### src/rtl/mem_region_guard_pkg.sv
// Shared types for the partition memory region guard.
// Assumes attribute bit 0 is the enable and the access kind is a 2-bit code.
package mem_region_guard_pkg;

    typedef struct packed {
        logic wr;    // bit 3: data writes granted
        logic rd;    // bit 2: data reads granted
        logic code;  // bit 1: region holds instructions
        logic en;    // bit 0: region takes part in matching
    } region_attr_t;

    typedef enum logic [1:0] {
        KIND_FETCH = 2'd0,
        KIND_READ  = 2'd1,
        KIND_WRITE = 2'd2,
        KIND_RSVD  = 2'd3
    } acc_kind_t;

    localparam int ATTR_W = $bits(region_attr_t);

endpackage

### src/rtl/mrg_table_store.sv
// Region tables of all partitions plus the active-partition register.
// Writes and partition loads take effect only with trusted privilege; an
// untrusted request is dropped and flagged one cycle later.
// Assumes cfg_part and part_sel address existing partitions (others are ignored).
module mrg_table_store
    import mem_region_guard_pkg::*;
#(
    parameter int ADDR_W   = 32,
    parameter int NUM_PART = 4,
    parameter int NUM_REG  = 8
) (
    input  logic                          clk,
    input  logic                          rst_n,
    input  logic                          ctl_trusted,
    input  logic                          cfg_we,
    input  logic [$clog2(NUM_PART)-1:0]   cfg_part,
    input  logic [$clog2(NUM_REG)-1:0]    cfg_idx,
    input  logic [ADDR_W-1:0]             cfg_lo,
    input  logic [ADDR_W-1:0]             cfg_hi,
    input  logic [ATTR_W-1:0]             cfg_attr,
    input  logic                          part_load,
    input  logic [$clog2(NUM_PART)-1:0]   part_sel,
    output logic [$clog2(NUM_PART)-1:0]   active_part,
    output logic                          cfg_reject,
    output logic [NUM_REG-1:0][ADDR_W-1:0] act_lo,
    output logic [NUM_REG-1:0][ADDR_W-1:0] act_hi,
    output logic [NUM_REG-1:0][ATTR_W-1:0] act_attr
);

    logic [ADDR_W-1:0] lo_mem   [NUM_PART][NUM_REG];
    logic [ADDR_W-1:0] hi_mem   [NUM_PART][NUM_REG];
    logic [ATTR_W-1:0] attr_mem [NUM_PART][NUM_REG];

    logic wr_ok;
    logic ld_ok;

    // Qualify requests by privilege and by a valid partition number.
    assign wr_ok = cfg_we && ctl_trusted && (int'(cfg_part) < NUM_PART);
    assign ld_ok = part_load && ctl_trusted && (int'(part_sel) < NUM_PART);

    // Table storage: cleared on reset, one entry written per trusted request.
    always_ff @(posedge clk) begin
        if (!rst_n) begin
            for (int p = 0; p < NUM_PART; p++) begin
                for (int r = 0; r < NUM_REG; r++) begin
                    lo_mem[p][r]   <= '0;
                    hi_mem[p][r]   <= '0;
                    attr_mem[p][r] <= '0;
                end
            end
        end else if (wr_ok) begin
            lo_mem[cfg_part][cfg_idx]   <= cfg_lo;
            hi_mem[cfg_part][cfg_idx]   <= cfg_hi;
            attr_mem[cfg_part][cfg_idx] <= cfg_attr;
        end
    end

    // Active partition register and the reject pulse for untrusted requests.
    always_ff @(posedge clk) begin
        if (!rst_n) begin
            active_part <= '0;
            cfg_reject  <= 1'b0;
        end else begin
            if (ld_ok) begin
                active_part <= part_sel;
            end
            cfg_reject <= (cfg_we || part_load) && !ctl_trusted;
        end
    end

    // Present the active partition's table to the matcher.
    for (genvar r = 0; r < NUM_REG; r++) begin : g_view
        assign act_lo[r]   = lo_mem[active_part][r];
        assign act_hi[r]   = hi_mem[active_part][r];
        assign act_attr[r] = attr_mem[active_part][r];
    end

endmodule

### src/rtl/mrg_region_match.sv
// Combinational range and permission check against one partition's table.
// One comparator pair per region; the grants of all hit regions are OR-ed.
// Assumes the table inputs are stable during the cycle.
module mrg_region_match
    import mem_region_guard_pkg::*;
#(
    parameter int ADDR_W  = 32,
    parameter int NUM_REG = 8
) (
    input  logic [ADDR_W-1:0]              addr,
    input  logic [1:0]                     kind,
    input  logic [NUM_REG-1:0][ADDR_W-1:0] tab_lo,
    input  logic [NUM_REG-1:0][ADDR_W-1:0] tab_hi,
    input  logic [NUM_REG-1:0][ATTR_W-1:0] tab_attr,
    output logic                           granted
);

    logic [NUM_REG-1:0] hit;
    logic [NUM_REG-1:0] perm;

    for (genvar r = 0; r < NUM_REG; r++) begin : g_reg
        region_attr_t a;
        assign a = region_attr_t'(tab_attr[r]);

        // Inclusive bounds; disabled regions never hit.
        assign hit[r] = a.en && (addr >= tab_lo[r]) && (addr <= tab_hi[r]);

        // Per-kind grant from this region's attributes.
        always_comb begin
            unique case (kind)
                KIND_FETCH: perm[r] = a.code;
                KIND_READ:  perm[r] = a.rd;
                KIND_WRITE: perm[r] = a.wr && !a.code;
                default:    perm[r] = 1'b0;
            endcase
        end
    end

    assign granted = |(hit & perm);

endmodule

### src/rtl/mrg_fault_log.sv
// Registers the outcome of each checked access: a one-cycle fault pulse
// and the address and kind of the most recent denied access.
// Assumes deny is meaningful only while valid is high.
module mrg_fault_log #(
    parameter int ADDR_W = 32
) (
    input  logic              clk,
    input  logic              rst_n,
    input  logic              valid,
    input  logic              deny,
    input  logic [ADDR_W-1:0] addr,
    input  logic [1:0]        kind,
    output logic              fault_o,
    output logic [ADDR_W-1:0] fault_addr,
    output logic [1:0]        fault_kind
);

    // Capture a denied access; otherwise drop the pulse and keep the record.
    always_ff @(posedge clk) begin
        if (!rst_n) begin
            fault_o    <= 1'b0;
            fault_addr <= '0;
            fault_kind <= '0;
        end else begin
            fault_o <= valid && deny;
            if (valid && deny) begin
                fault_addr <= addr;
                fault_kind <= kind;
            end
        end
    end

endmodule

### src/rtl/mem_region_guard.sv
// Top of the partition memory region guard. It holds a region table for every
// partition, checks each access against the active one, lets trusted accesses
// through, and registers the details of each fault.
// Assumes access inputs are steady for the cycle in which acc_valid is high.
module mem_region_guard
    import mem_region_guard_pkg::*;
#(
    parameter int ADDR_W   = 32,
    parameter int NUM_PART = 4,
    parameter int NUM_REG  = 8
) (
    input  logic                        clk,
    input  logic                        rst_n,
    input  logic                        ctl_trusted,
    input  logic                        cfg_we,
    input  logic [$clog2(NUM_PART)-1:0] cfg_part,
    input  logic [$clog2(NUM_REG)-1:0]  cfg_idx,
    input  logic [ADDR_W-1:0]           cfg_lo,
    input  logic [ADDR_W-1:0]           cfg_hi,
    input  logic [3:0]                  cfg_attr,
    input  logic                        part_load,
    input  logic [$clog2(NUM_PART)-1:0] part_sel,
    output logic [$clog2(NUM_PART)-1:0] active_part,
    output logic                        cfg_reject,
    input  logic                        acc_valid,
    input  logic                        acc_trusted,
    input  logic [1:0]                  acc_kind,
    input  logic [ADDR_W-1:0]           acc_addr,
    output logic                        acc_allow,
    output logic                        fault_o,
    output logic [ADDR_W-1:0]           fault_addr,
    output logic [1:0]                  fault_kind
);

    logic [NUM_REG-1:0][ADDR_W-1:0] tab_lo;
    logic [NUM_REG-1:0][ADDR_W-1:0] tab_hi;
    logic [NUM_REG-1:0][ATTR_W-1:0] tab_attr;
    logic                           granted;

    mrg_table_store #(
        .ADDR_W(ADDR_W), .NUM_PART(NUM_PART), .NUM_REG(NUM_REG)
    ) u_store (
        .clk(clk), .rst_n(rst_n), .ctl_trusted(ctl_trusted),
        .cfg_we(cfg_we), .cfg_part(cfg_part), .cfg_idx(cfg_idx),
        .cfg_lo(cfg_lo), .cfg_hi(cfg_hi), .cfg_attr(cfg_attr),
        .part_load(part_load), .part_sel(part_sel),
        .active_part(active_part), .cfg_reject(cfg_reject),
        .act_lo(tab_lo), .act_hi(tab_hi), .act_attr(tab_attr)
    );

    mrg_region_match #(
        .ADDR_W(ADDR_W), .NUM_REG(NUM_REG)
    ) u_match (
        .addr(acc_addr), .kind(acc_kind),
        .tab_lo(tab_lo), .tab_hi(tab_hi), .tab_attr(tab_attr),
        .granted(granted)
    );

    // Trusted accesses bypass the table; untrusted ones need a grant.
    assign acc_allow = acc_valid && (acc_trusted || granted);

    mrg_fault_log #(
        .ADDR_W(ADDR_W)
    ) u_log (
        .clk(clk), .rst_n(rst_n), .valid(acc_valid), .deny(!acc_allow),
        .addr(acc_addr), .kind(acc_kind),
        .fault_o(fault_o), .fault_addr(fault_addr), .fault_kind(fault_kind)
    );

endmodule

### config.mk
export PLATFORM = sky130hd
export DESIGN_NAME = mem_region_guard
export DESIGN_NICKNAME = d
export VERILOG_FILES = /design/src/rtl/mem_region_guard_pkg.sv /design/src/rtl/mrg_table_store.sv /design/src/rtl/mrg_region_match.sv /design/src/rtl/mrg_fault_log.sv /design/src/rtl/mem_region_guard.sv
export SDC_FILE = /design/constraint.sdc
export NUM_CORES = 2
export LEC_CHECK = 0
export ABC_CLOCK_PERIOD_IN_PS = 8200
export CORE_MARGIN = 3
export CORE_UTILIZATION = 48
export CTS_BUF_LIST = sky130_fd_sc_hd__clkbuf_2
export DETAILED_ROUTE_END_ITERATION = 10
export DONT_BUFFER_PORTS = 1
export PLACE_DENSITY_LB_ADDON = 0.15
export SLEW_MARGIN = 15
export SYNTH_ARGS = -nofsm -noshare
export SYNTH_HDL_FRONTEND = slang
export SYNTH_SLANG_ARGS = --single-unit
export TNS_END_PERCENT = 50
### constraint.sdc
create_clock -name clk -period 8.2 [get_ports clk]
set_input_delay 1.64 -clock clk [delete_from_list [all_inputs] [get_ports clk]]
set_output_delay 1.64 -clock clk [all_outputs]
set_load 0.05 [all_outputs]
# After elaboration in Yosys (flattened, before gate mapping)
# Memories as Yosys holds them, arrays and structs flattened. A register that Yosys moved wholly into a read port is not among the register bits.
# Index checks and enable logic that the tools add are counted.
# Widths: inputs -> output; s select.
[totals]
register_bits = 38
latch_bits = 0
ramBits = 2176
rom_bits = 0
input_bits = 116
out_inout_bits = 39
elab_cells = 109
n_memories = 3
[classes]
addsub = 0
multipliers = 0
div_mod_pow = 0
magnitude_cmp = 18
eq_ne = 2
shift = 0
mux = 32
bitwise = 2
n_reduce_logical = 47
[memory_table]
columns = ["memory", "depth", "width", "rd", "rd_clocked_by_memory_dff", "wr", "line_no", "source"]
rows = [
  ["u_store.hi_mem", 4, 256, 1, 1, 4, "mrg_table_store.sv:31", "logic [ADDR_W-1:0] hi_mem [NUM_PART][NUM_REG];"],
  ["u_store.lo_mem", 4, 256, 1, 1, 4, "mrg_table_store.sv:30", "logic [ADDR_W-1:0] lo_mem [NUM_PART][NUM_REG];"],
  ["u_store.attr_mem", 4, 32, 1, 1, 4, "mrg_table_store.sv:32", "logic [ATTR_W-1:0] attr_mem [NUM_PART][NUM_REG];"],
]
[op_table]
columns = ["cell", "count"]
rows = [
  ["$mux 256", 5],
  ["$reduce_or 256->1", 2],
  ["$ge 32x32->1", 8],
  ["$le 32x32->1", 8],
  ["$mux 32", 4],
  ["$demux 32 s3", 1],
  ["$reduce_or 32->1", 1],
  ["$logic_and 1x1->1", 30],
  ["$pmux 1 s3", 8],
  ["$mux 2", 9],
  ["$demux 4 s3", 1],
  ["$logic_not 1->1", 10],
  ["$and 8x8->8", 1],
  ["$reduce_or 8->1", 1],
  ["$ge 4x4->1 const B", 1],
  ["$lt 4x1->1 const B", 1],
  ["$mux 4", 1],
  ["$not 3->4", 1],
  ["$mux 1", 3],
  ["$eq 2x1->1 const B", 1],
  ["$eq 2x2->1 const B", 1],
  ["$logic_not 2->1", 1],
  ["$logic_or 1x1->1", 2],
]

# Logic depth before layout (Yosys ltp)
[depth]
word_depth = 9
mapped_depth = 20
ltp_nobuf = 12

# By module
# Synthesis repeated with hierarchy kept, for this count alone.
[unflattened]
hier_cells = 7938
hier_area_um2 = 108390.2
[by_module_without_submodules]
columns = ["module", "n_inst", "cells_each", "area_per_inst_um2", "seq_area_each_um2"]
rows = [
  ["mrg_table_store", 1, 5970, 94030.2, 65442.8],
  ["mrg_region_match", 1, 1807, 12888.6, 0.0],
  ["mrg_fault_log", 1, 159, 1458.9, 700.7],
  ["mem_region_guard", 1, 2, 12.5, 0.0],
]

# Worst setup path before layout
# No wires, ideal clock.
[synth_timing]
kind = "input to register"
start = "in rst_n"
end = "mem u_store.attr_mem[0][0] (netlist bit) (enable)"
setup_time_ps = 588
arrival_ps = 7139
required_time_ps = 7612
setup_slack_ps = 473
path_stages = 5
n_path_buf = 1
path_cell_list = "clkbuf_1 -> nand3_1 -> nor2_1 -> nand3_1 -> o21ai_0"
[synth_lines]
columns = ["element", "line_no", "source"]
rows = [
  ["from (decl)", "mem_region_guard.sv:13", "input logic rst_n,"],
  ["to (decl)", "mrg_table_store.sv:32", ""],
]

==> qor.csv <==
stage,metric,value,unit
power_and_ir_drop,power,23.5,mW
cells_and_area,area_growth,11.7,%
timing,period_minus_slack,7.91,ns
logic_synthesis,yosys_warnings,0,
power_and_ir_drop,p_int,17.1,mW
floorplanning,die_w,481,µm
route,firstDrtPassIters,6,
logic_synthesis,syn_area,108000,µm²
logic_synthesis,netlist_instances,7527,
cells_and_area,layoutNonFillerInstCount,11400,
floorplanning,start_util,48.5,%
placed_design,io_buffers,0,
timing,hold_viol,0,
setup_path,reg2reg_depth,16,
timing,setup_violations,0,
placed_design,place_worst_setup_slack,0.595,ns
setup_path,crit_family,compound AO/OA/AOI/OAI gates,
setup_path,crit_chain,buf_4 -> buf_16 -> buf_16 -> mux4_2 -> ha_1 -> nand2b_1 -> a2111oi_4 -> or4b_1 -> a31o_2 -> a21oi_2 -> nor3_4 -> o31ai_4 -> o31a_1 -> buf_12 -> buf_4,
logic_synthesis,avgSynthCellArea,14.4,µm²
route,via_per_inst,5.86,
global_routing,grt_pass1_wl,490,mm
power_and_ir_drop,p_sw,6.42,mW
global_routing,antenna_found_initial,59,
placed_design,dpl.hpwl,197,mm
setup_path,cp_max_fo,15,
clocking,cts-root-buf,clkbuf_2,
timing,hold_ws,0.329,ns
floorplanning,fp-row-count,173,
route,drt_wl_total,345,mm
cells_and_area,nets,8646,
power_and_ir_drop,p_seq_share,56.1,%
timing,post-route-period-util,96.5,%
logic_synthesis,dominantRegCellSynth,edfxtp_1,
route,ant_nets,0,
clocking,cts_tree,done,
setup_path,worstPathRequired,6.56,ns
cells_and_area,fin_util,54.2,%
cells_and_area,drive_gt1_share,21.9,%
route,vias,66800,
placed_design,placed_cells,10100,
timing,finalWorstSetupSlack,0.290,ns
logic_synthesis,synth_area_leaders,"edfxtp_1 (60%), and2_1 (13%), mux4_2 (11%)",
logic_synthesis,synth_top_area_share,60.3,%
clocking,ctsHtreeMaxLevel,6,
logic_synthesis,ys_ff_latch,2216,
route,drt_iter0_drc,7956,
clocking,cts_sinks,2216,
hold_path,whs_path_depth,4,
global_routing,grt_pass1_vias,68700,
power_and_ir_drop,p_leak,45.9,nW
route,avgRoutedWirePerCell,30.3,µm
placed_design,dpl_cell_area,112000,µm²
placed_design,place_congestion,0.857,
timing,setup_tns,0,ns
setup_path,worstSetupPathDepth,15,
timing,relSlewSlack,15.3,%
setup_path,path_class,reg -> out,
power_and_ir_drop,combPwrFrac,10.8,%
hold_path,hold_path.class,in -> reg,
status,outcome,finished clean,
power_and_ir_drop,powerDensity,195,nW/µm²
power_and_ir_drop,swShare,27.2,%
floorplanning,fp.coreArea,223000,µm²
cells_and_area,final_area,121000,µm²
power_and_ir_drop,vdd_drop_max,0.165,mV
clocking,numCtsBuffers,606,
setup_path,arrival,6.27,ns
logic_synthesis,ys_seq_area_share,61.1,%
setup_path,start_kind,flop,
floorplanning,ios,155,
setup_path,critPathSlowestCell,mux4_2,
logic_synthesis,synth_top_area_cell,edfxtp_1,
power_and_ir_drop,clkPwrFrac,33.1,%
setup_path,cp_num_buf_inv,5,
floorplanning,die_h,481,µm
setup_path,critical-path-max-stage-delay,0.64,ns
global_routing,grt_max_degree,69,
cells_and_area,n_fill_cell,18600,
clocking,clkLatencyLatePin,1.90,ns
logic_synthesis,synth_edf_count,2176,
clocking,path_clk_slew,0.12,ns
floorplanning,die-area,231000,µm²
clocking,clock_path_buffers,4,
logic_synthesis,ys_types,63,
timing,rsz0062_at_grt,false,
flow_run,drv_cap,0,
global_routing,grt_overflow,0,
timing,drv_slew,0,
route,drc,0,
timing,skew,0.171,ns
global_routing,track_usage,29.8,%
setup_path,crit_path_end_kind,output pin,
logic_synthesis,synthArstFlopShare,0,%
timing,clock.fmax,0.126,GHz
logic_synthesis,synth_nets,8155,
timing,tightest_slew,1.27,ns
==> worst register-to-register path, delay by kind of cell (launching register included) <==
family	cells	cell delay, ns
muxes	2	0.95
AOI/OAI and AO/OA	4	0.88
and+or+nand+nor	4	1.16
DFF	1	0.43
buffers and inverters	5	1.69
adders and majority gates	1	0.32
==> final cells by class <==
type | instances | area, µm² | area share, %
multi-input combinational | 4229 | 38900 | 32.1
timing repair buffer | 456 | 5220 | 4.31
clock inverter | 91 | 629 | 0.520
antenna | 23 | 57.6 | 0.0476
clock buffer | 889 | 4450 | 3.68
tap | 2975 | 3720 | 3.08
inverter | 509 | 1910 | 1.58
sequential | 2216 | 66200 | 54.7
==> synthesized netlist by cell type, drive strengths merged, types with 11 or more instances <==
library cell	count
nor3	13
a21o	55
inv	509
and4	23
buf	85
and2	2180
o21ai	108
nand4	80
o211ai	16
ha	512
nor2b	22
nand3	41
dfxtp	40
mux2i	42
mux4	544
a21oi	171
nand2	195
a221oi	16
a211oi	21
clkbuf	488
edfxtp	2176
a2111oi	11
nor2	94
==> sequential cells by signal (all words and copies together), names as in the netlist, named ones only <==
| name | cells |
|---|---|
| u_store.cfg_reject | 1 |
| u_log.fault_addr | 32 |
| u_store.attr_mem | 128 |
| u_store.hi_mem | 1024 |
| u_store.lo_mem | 1024 |
| u_store.active_part | 2 |
| u_log.fault_kind | 2 |
| u_log.fault_o | 1 |
==> routing by layer <==
metal | track usage (%) | vias up | wire length [µm]
met5 | 0.269 | - | 217
met4 | 11.3 | 22 | 12700
met3 | 7.22 | 606 | 32700
met2 | 48.3 | 3281 | 165000
met1 | 39.1 | 34400 | 135000
li1 | - | 28500 | -
==> timing repair <==
item	4_1_cts	5_1_grt
hold buffers	233	0
gates resized for setup	73	17
buffers inserted	16	0
pin swaps	14	5
setup endpoints to repair	1	1
cloned	8	2
endpoints found under the hold margin	2216	0
==> worst paths after layout <==
kind	start	endpoint	slack (ns)
hold / removal	acc_valid	u_log.fault_addr[3]	0.33
setup reg to reg	flop	u_log.fault_kind[0]	2.74
hold reg to reg	u_log.fault_addr[18]	u_log.fault_addr[18]	0.71
setup / recovery	flop	acc_allow	0.29
==> cells in the final DEF, fill, tap and decap left out, types with 7 or more instances in the layout <==
master and count:
a211oi_1 18, a21o_1 55, a21oi_1 167, a221oi_1 8, a221oi_2 7, and2_1 2177, and4_1 22, buf_12 70
buf_16 10, buf_4 173, buf_6 9, bufbuf_16 8, bufinv_16 10, clkbuf_2 890, clkinv_1 62, dfxtp_1 38
diode_2 23, dlygate4sd3_1 180, edfxtp_1 2176, ha_1 512, inv_1 509, inv_2 11, mux2i_1 42, mux4_1 14
mux4_2 530, nand2_1 194, nand3_1 41, nand4_1 80, nor2_1 60, nor2_4 32, nor2b_1 22, nor3_1 11
o211ai_1 15, o21ai_0 67, o21ai_1 7, o21ai_4 32, o22ai_1 8
==> power by group through the flow <==
stage | clock [mW] | combinational (mW) | sequential (mW)
2_1_floorplan | 0 | 1.48 | 13.5
3_5_place_dp | 0 | 2.13 | 13.5
5_1_grt | 8.57 | 2.74 | 13.3
4_1_cts | 7.95 | 2.52 | 13.2
3_3_place_gp | 0 | 2.09 | 13.4
6_report | 7.79 | 2.54 | 13.2
==> cell families (layout without fill, tap and decap cells) <==
family                     after synthesis  count (layout)  share of synthesized area [%]
buffers and inverters                 1082            1945                           3.91
AOI/OAI and AO/OA                      453             453                           2.56
and+or+nand+nor                       2678            2678                           14.8
DFF                                   2216            2216                           61.1
other                                    0              23                              0
muxes                                  586             586                           11.7
adders and majority gates              512             512                           5.91
(Power assumes the default switching activity.)
